[config.mk]
export PLATFORM = sky130hd
export DESIGN_NAME = memtest_regs
export DESIGN_NICKNAME = d
export VERILOG_FILES = /design/src/rtl/memtest_pkg.sv /design/src/rtl/memtest_cfg_regs.sv /design/src/rtl/memtest_op_stats.sv /design/src/rtl/memtest_rd_mux.sv /design/src/rtl/memtest_regs.sv
export SDC_FILE = /design/constraint.sdc
export NUM_CORES = 1
export LEC_CHECK = 0
export BUFFER_PORTS_ARGS = -buffer_cell sky130_fd_sc_hd__buf_2
export CORE_ASPECT_RATIO = 1.5
export CORE_MARGIN = 3
export CORE_UTILIZATION = 40
export CTS_BUF_LIST = sky130_fd_sc_hd__clkbuf_8
export DETAILED_ROUTE_END_ITERATION = 16
export RECOVER_POWER = 50
export SYNTH_ARGS = -nofsm -noshare
export SYNTH_HDL_FRONTEND = slang
export SYNTH_SLANG_ARGS = --single-unit
[constraint.sdc]
create_clock -name clk -period 2.89 [get_ports clk]
set_input_delay 0.1445 -clock clk [delete_from_list [all_inputs] [get_ports clk]]
set_output_delay 0.1445 -clock clk [all_outputs]
set_load 0.03 [all_outputs]
[src/rtl/memtest_pkg.sv]
package memtest_pkg;

  localparam int unsigned REG_W   = 32;
  localparam int unsigned BURST_W = 4;
  localparam int unsigned EXEC_W  = 4;

  // word indices (byte offset / 4)
  localparam int unsigned WIDX_CFG   = 0;
  localparam int unsigned WIDX_BASE  = 1;
  localparam int unsigned WIDX_END   = 2;
  localparam int unsigned WIDX_STAT  = 3;
  localparam int unsigned WIDX_CUR   = 4;
  localparam int unsigned WIDX_PAT   = 5;
  localparam int unsigned WIDX_CYC   = 6;
  localparam int unsigned WIDX_ERR   = 7;
  localparam int unsigned WIDX_LAST  = 8;
  localparam int unsigned N_WORDS    = 9;

  // configuration bit positions
  localparam int unsigned CFG_READ_BIT = 8;
  localparam int unsigned CFG_RND_BIT  = 7;

  typedef enum logic [1:0] {
    MODE_ZERO = 2'd0,
    MODE_ONES = 2'd1,
    MODE_INCR = 2'd2,
    MODE_USER = 2'd3
  } pat_mode_e;

  function automatic pat_mode_e pick_mode(input logic [EXEC_W-1:0] sel);
    if (sel[3])      return MODE_USER;
    else if (sel[2]) return MODE_INCR;
    else if (sel[1]) return MODE_ONES;
    else             return MODE_ZERO;
  endfunction

endpackage

[src/rtl/memtest_cfg_regs.sv]
module memtest_cfg_regs
  import memtest_pkg::*;
#(
  parameter int unsigned IDX_W = 6
) (
  input  logic               clk,
  input  logic               rst,
  input  logic               wr_en,
  input  logic [IDX_W-1:0]   wr_idx,
  input  logic [REG_W-1:0]   wr_data,
  input  logic               eng_busy,
  output logic [REG_W-1:0]   cfg_word,
  output logic [REG_W-1:0]   base_q,
  output logic [REG_W-1:0]   end_q,
  output logic [REG_W-1:0]   pat_q,
  output logic [BURST_W-1:0] burst_q,
  output logic               read_q,
  output logic               rnd_q,
  output pat_mode_e          mode_q,
  output logic               start_q
);

  localparam int unsigned GAP_HI = REG_W - BURST_W - CFG_READ_BIT - 1;
  localparam int unsigned GAP_LO = CFG_RND_BIT - EXEC_W;

  logic [EXEC_W-1:0] exec_q;
  logic              blocked;
  logic              is_cfg;

  assign blocked = eng_busy | start_q;
  assign is_cfg  = wr_en && (wr_idx == IDX_W'(WIDX_CFG));

  always_ff @(posedge clk) begin
    if (rst) begin
      exec_q  <= '0;
      burst_q <= '0;
      read_q  <= 1'b0;
      rnd_q   <= 1'b0;
      mode_q  <= MODE_ZERO;
      start_q <= 1'b0;
    end else begin
      start_q <= 1'b0;
      if (is_cfg && !blocked) begin
        exec_q  <= wr_data[EXEC_W-1:0];
        burst_q <= wr_data[REG_W-1 -: BURST_W];
        read_q  <= wr_data[CFG_READ_BIT];
        rnd_q   <= wr_data[CFG_RND_BIT];
        if (|wr_data[EXEC_W-1:0]) begin
          start_q <= 1'b1;
          mode_q  <= pick_mode(wr_data[EXEC_W-1:0]);
        end
      end
    end
  end

  always_ff @(posedge clk) begin
    if (rst) begin
      base_q <= '0;
      end_q  <= '0;
      pat_q  <= '0;
    end else if (wr_en) begin
      if (wr_idx == IDX_W'(WIDX_BASE)) base_q <= {wr_data[REG_W-1:2], 2'b00};
      if (wr_idx == IDX_W'(WIDX_END))  end_q  <= wr_data;
      if (wr_idx == IDX_W'(WIDX_PAT))  pat_q  <= wr_data;
    end
  end

  assign cfg_word = {burst_q, {GAP_HI{1'b0}}, read_q, rnd_q, {GAP_LO{1'b0}}, exec_q};

endmodule

[src/rtl/memtest_op_stats.sv]
module memtest_op_stats #(
  parameter int unsigned CNT_W = 32
) (
  input  logic             clk,
  input  logic             rst,
  input  logic             start,
  input  logic             busy,
  input  logic             done,
  input  logic             mismatch,
  output logic [CNT_W-1:0] cyc_cnt,
  output logic [CNT_W-1:0] err_cnt
);

  logic frozen_q;

  always_ff @(posedge clk) begin
    if (rst) begin
      cyc_cnt  <= '0;
      err_cnt  <= '0;
      frozen_q <= 1'b0;
    end else if (start) begin
      cyc_cnt  <= '0;
      err_cnt  <= '0;
      frozen_q <= 1'b0;
    end else begin
      if (done) frozen_q <= 1'b1;
      if (busy && !frozen_q) cyc_cnt <= cyc_cnt + CNT_W'(1);
      if (busy && mismatch)  err_cnt <= err_cnt + CNT_W'(1);
    end
  end

endmodule

[src/rtl/memtest_rd_mux.sv]
module memtest_rd_mux
  import memtest_pkg::*;
#(
  parameter int unsigned IDX_W = 6
) (
  input  logic             clk,
  input  logic             rst,
  input  logic             rd_en,
  input  logic [IDX_W-1:0] rd_idx,
  input  logic [REG_W-1:0] words [N_WORDS],
  output logic [REG_W-1:0] rd_data
);

  logic [REG_W-1:0] sel;

  always_comb begin
    sel = '0;
    for (int i = 0; i < int'(N_WORDS); i++) begin
      if (rd_idx == IDX_W'(i)) sel = words[i];
    end
  end

  always_ff @(posedge clk) begin
    if (rst)        rd_data <= '0;
    else if (rd_en) rd_data <= sel;
  end

endmodule

[src/rtl/memtest_regs.sv]
module memtest_regs
  import memtest_pkg::*;
#(
  parameter int unsigned ADDR_W = 8,
  parameter int unsigned CNT_W  = 32
) (
  input  logic                clk,
  input  logic                rst,
  input  logic                reg_wr_en,
  input  logic                reg_rd_en,
  input  logic [ADDR_W-1:0]   reg_addr,
  input  logic [REG_W-1:0]    reg_wdata,
  output logic [REG_W-1:0]    reg_rdata,
  output logic                eng_start,
  output logic [1:0]          eng_mode,
  output logic                eng_read,
  output logic                eng_rnd_delay,
  output logic [BURST_W-1:0]  eng_burst_m1,
  output logic [REG_W-1:0]    eng_base,
  output logic [REG_W-1:0]    eng_end,
  output logic [REG_W-1:0]    eng_pattern,
  input  logic                eng_busy,
  input  logic                eng_done,
  input  logic                eng_mismatch,
  input  logic [REG_W-1:0]    eng_cur_addr,
  input  logic [REG_W-1:0]    eng_last_rd
);

  localparam int unsigned IDX_W = ADDR_W - 2;

  logic [IDX_W-1:0] widx;
  logic             unused_lo;
  logic [REG_W-1:0] cfg_word;
  pat_mode_e        mode_q;
  logic [CNT_W-1:0] cyc_cnt;
  logic [CNT_W-1:0] err_cnt;
  logic [REG_W-1:0] words [N_WORDS];

  assign widx      = reg_addr[ADDR_W-1:2];
  assign unused_lo = ^reg_addr[1:0];

  memtest_cfg_regs #(.IDX_W(IDX_W)) cfg_i (
    .clk      (clk),
    .rst      (rst),
    .wr_en    (reg_wr_en),
    .wr_idx   (widx),
    .wr_data  (reg_wdata),
    .eng_busy (eng_busy),
    .cfg_word (cfg_word),
    .base_q   (eng_base),
    .end_q    (eng_end),
    .pat_q    (eng_pattern),
    .burst_q  (eng_burst_m1),
    .read_q   (eng_read),
    .rnd_q    (eng_rnd_delay),
    .mode_q   (mode_q),
    .start_q  (eng_start)
  );

  assign eng_mode = mode_q;

  memtest_op_stats #(.CNT_W(CNT_W)) stats_i (
    .clk      (clk),
    .rst      (rst),
    .start    (eng_start),
    .busy     (eng_busy),
    .done     (eng_done),
    .mismatch (eng_mismatch),
    .cyc_cnt  (cyc_cnt),
    .err_cnt  (err_cnt)
  );

  always_comb begin
    words[WIDX_CFG]  = cfg_word;
    words[WIDX_BASE] = eng_base;
    words[WIDX_END]  = eng_end;
    words[WIDX_STAT] = {{(REG_W-1){1'b0}}, eng_busy | eng_start};
    words[WIDX_CUR]  = eng_cur_addr;
    words[WIDX_PAT]  = eng_pattern;
    words[WIDX_CYC]  = REG_W'(cyc_cnt);
    words[WIDX_ERR]  = REG_W'(err_cnt);
    words[WIDX_LAST] = eng_last_rd;
  end

  memtest_rd_mux #(.IDX_W(IDX_W)) rdmux_i (
    .clk     (clk),
    .rst     (rst),
    .rd_en   (reg_rd_en),
    .rd_idx  (widx),
    .words   (words),
    .rd_data (reg_rdata)
  );

endmodule

==> results.py <==
metrics = {
    "logic_synthesis": {
        "syn-instance-count": 1236,
        "syn_area_mm2": 0.00987,
        "synth_top_area_share_pct": 41.4,
        "synthFlopType": "dfxtp_1",
        "synth-seq-cells": 204,
        "seq_area_frac_synth_pct": 41.4,
        "synth_area_leaders": "dfxtp_1 41%, nand2_1 11%, a21oi_1 6.9%",
        "ys_warn_count": 0,
        "async_flop_share_pct": 0,
        "post_synth_num_cell_types": 62,
        "yosysTopAreaCell": "dfxtp_1",
        "syn_avg_cell_area_um2": 7.98,
        "synth_edf_count": 0,
    },
    "setup_path": {
        "cpLargestDelayFamily": "buffers and inverters",
        "startpoint_type": "input pin",
        "critical_path.most_common_cell": "clkbuf_1",
        "crit_path_end": "cfg_i.mode_q[0]",
        "worstPathRequired_ns": 3.27,
        "critical_path_depth": 6,
        "regToRegSetupSlack_ns": 0.70,
        "cp_max_fo": 25,
        "r2r_end": "stats_i.err_cnt[24]",
        "reg2reg_from": "stats_i.err_cnt[11]",
        "crit_path_end_kind": "flip-flop",
        "path_buf_inv": 2,
        "worstPathArrival_ns": 2.70,
        "worstSetupPathType": "in2reg",
        "slowest_delay_ns": 0.95,
        "worstPathCellList": "clkbuf_1 -> nor2_1 -> nand4_1 -> clkbuf_1 -> mux2i_1 -> o2bb2ai_1",
        "cp-startpoint": "reg_addr[2]",
        "reg2regPathDepth": 4,
        "crit_path_top_delay_cell": "clkbuf_1",
    },
    "clock_tree": {
        "clk_latency_ns": 0.52,
        "cts_root_buffer": "clkbuf_8",
        "cts.sinks": 204,
        "cts.clk_slew.worst_paths_ns": 0.06,
        "post_cts_buffers": 0,
        "htree_levels": 2,
        "cts_buffer_depth": 3,
        "cts_tree": "yes",
        "cts_buffers": 36,
    },
    "cells_and_area": {
        "layout_common_cells": "285 x nand2_1, 204 x dfxtp_1, 136 x a21oi_1, 136 x clkbuf_1, 107 x buf_2",
        "utilization_pct": 51.8,
        "diodes": 0,
        "design_area_mm2": 0.0124,
        "final_common_cell": "nand2_1",
        "syn_to_final_growth_pct": 25.9,
        "final_nets": 1617,
        "fin_cells": 1848,
        "fill_cells": 2477,
        "drive_gt1_share_pct": 14.5,
    },
    "grt": {
        "grt_use_met2_pct": 44.9,
        "grt_antenna_before_repair": 1,
        "met3_usage_pct": 5.26,
        "grt_pass1_vias": 10011,
        "grt_use_met1_pct": 31.8,
        "grt_use_total_pct": 26.3,
        "grt_pass1_wl_mm": 55.8,
        "grt_max_degree": 80,
        "grt.overflow.total": 0,
        "globalRoute.busiestLayer": "met2",
    },
    "sta": {
        "rsz0062_at_grt": "no",
        "fmax_ghz": 0.432,
        "slew-limit-headroom_pct": 11.5,
        "setup_viol": 0,
        "post-route-period-util_pct": 80.1,
        "finalSetupTns_ns": 0,
        "slew_violations": 0,
        "min_period_ns": 2.32,
        "fin_ws_ns": 0.574,
        "hold_slack_ns": 0.0315,
        "max_slew.worst_pin.slew_ns": 1.33,
        "skew_ns": 0.0211,
        "hold_violations": 0,
    },
    "place": {
        "gp_congestion": 0.868,
        "dpl.cell_count": 1725,
        "pre_cts_slack_ns": 0.705,
        "placed_area_mm2": 0.0113,
        "dp_hpwl_mm": 25.9,
        "port_buffers": 243,
    },
    "pwr": {
        "share_seq_of_total_power_pct": 47.5,
        "p_sw_mw": 1.54,
        "switching_share_pct": 25.6,
        "power_density_mw_per_mm2": 483,
        "p_leak_nw": 4.19,
        "power.total_mw": 6.01,
        "clockPowerShare_pct": 44.0,
        "internal-power_mw": 4.47,
        "peakVddDrop_uv": 332,
        "power_frac_comb_pct": 8.4,
    },
    "drt": {
        "via_per_inst": 5.62,
        "ant_nets": 0,
        "drtIter0Drc": 772,
        "num_vias": 10394,
        "wl_per_cell_um": 19.8,
        "drt-pass1-iter-count": 5,
        "drc_errors": 0,
        "wl_mm": 36.6,
    },
    "run": {
        "maxCapViolCount": 0,
    },
    "floorplan": {
        "start_util_pct": 41.1,
        "die_w_um": 134,
        "die-area_mm2": 0.0266,
        "die_h_um": 198,
        "rows": 69,
        "fp.coreArea_mm2": 0.0240,
        "io_pins": 248,
    },
    "outcome": {
        "status": "finished clean",
    },
    "worst_hold_path": {
        "hold_class": "in2reg",
    },
}
Yosys cell counts (2+ instances only):
cell	n
o21a_1	5
and4_1	11
buf_1	2
ha_1	2
nor2b_1	5
nand4_2	2
xor2_1	13
o221ai_1	8
nor3_1	12
nor3b_1	2
buf_2	11
inv_1	14
a22oi_1	20
a221oi_1	29
clkbuf_1	79
nand3_1	23
a32oi_1	24
o31ai_1	29
and3_1	5
or4_1	29
a21o_1	20
a21oi_1	136
mux2_2	20
dfxtp_1	204
nand2b_1	5
buf_4	10
o211ai_1	2
or3_1	13
a211oi_1	2
nand4_1	19
xnor2_1	10
a311oi_1	3
nand2_1	285
a2bb2oi_1	7
o21ai_0	42
or2_2	2
o2bb2ai_1	3
mux2i_1	25
nor2_1	59
o21bai_1	2
and2_1	9
nor4_1	6
o32ai_1	8
registers in the layout, indices dropped and copies added, names as in the netlist, 2 cells and up:
signal / flops
cfg_i.end_q: 32
cfg_i.pat_q: 32
rdmux_i.rd_data: 32
stats_i.cyc_cnt: 32
stats_i.err_cnt: 32
cfg_i.base_q: 30
cfg_i.burst_q: 4
cfg_i.exec_q: 4
cfg_i.mode_q: 2
tightest hold or removal path, stage by stage:
cell      delay [ns]
buf_2           0.11
a32oi_1         0.15
a311oi_1        0.10
repair_timing:
action	4_1_cts	5_1_grt
endpoints found under the setup margin	0	0
gates resized for setup	0	0
hold buffers	60	0
endpoints found under the hold margin	133	0
final cells by class:
type	instances	area, um2	share of cell area, %
Tap cell	319	399	3.21
Inverter	15	56.3	0.453
Sequential cell	204	4080	32.9
Timing Repair Buffer	332	1860	15.0
Multi-Input combinational cell	915	5320	42.8
Clock inverter	17	72.6	0.584
Clock buffer	46	633	5.10
worst min path at each step:
| stage | start | end | cells past startpoint |
|---|---|---|---|
| 2_1_floorplan | eng_done | stats_i.frozen_q | 2 |
| 3_3_place_gp | eng_done | stats_i.frozen_q | 3 |
| 3_5_place_dp | eng_done | stats_i.frozen_q | 3 |
| 4_1_cts | eng_last_rd[27] | rdmux_i.rd_data[27] | 3 |
| 5_1_grt | eng_last_rd[1] | rdmux_i.rd_data[1] | 3 |
| 6_report | eng_last_rd[27] | rdmux_i.rd_data[27] | 3 |
logic make-up (layout without fill, tap and decap cells):
| logic type | count (synthesis) | count (layout) | share of synthesized area, % |
|---|---|---|---|
| compound gates | 347 | 347 | 23.0 |
| xor+xnor | 23 | 23 | 2.04 |
| flops | 204 | 204 | 41.4 |
| mux | 45 | 45 | 4.82 |
| simple gates | 496 | 496 | 23.4 |
| buf+inv | 118 | 410 | 5.08 |
| other cells | 1 | 2 | 0.0380 |
| fa+ha+maj | 2 | 2 | 0.254 |
power groups by stage:
stage	Combinational, mW	Clock (mW)	Sequential [mW]
after CTS	0.508	2.69	2.85
after detailed placement	0.444	0	2.92
after floorplan	0.218	0	2.94
after global placement	0.443	0	2.92
final	0.506	2.64	2.86
after global routing	0.547	2.82	2.86
metal layers:
metal  routed length, um  up-vias
met5                  13        -
met4                1730        2
met3                2100       99
met2               18100      351
met1               14700     4932
li1                    -     5010
Note: power is estimated with default switching activity, not from simulation.
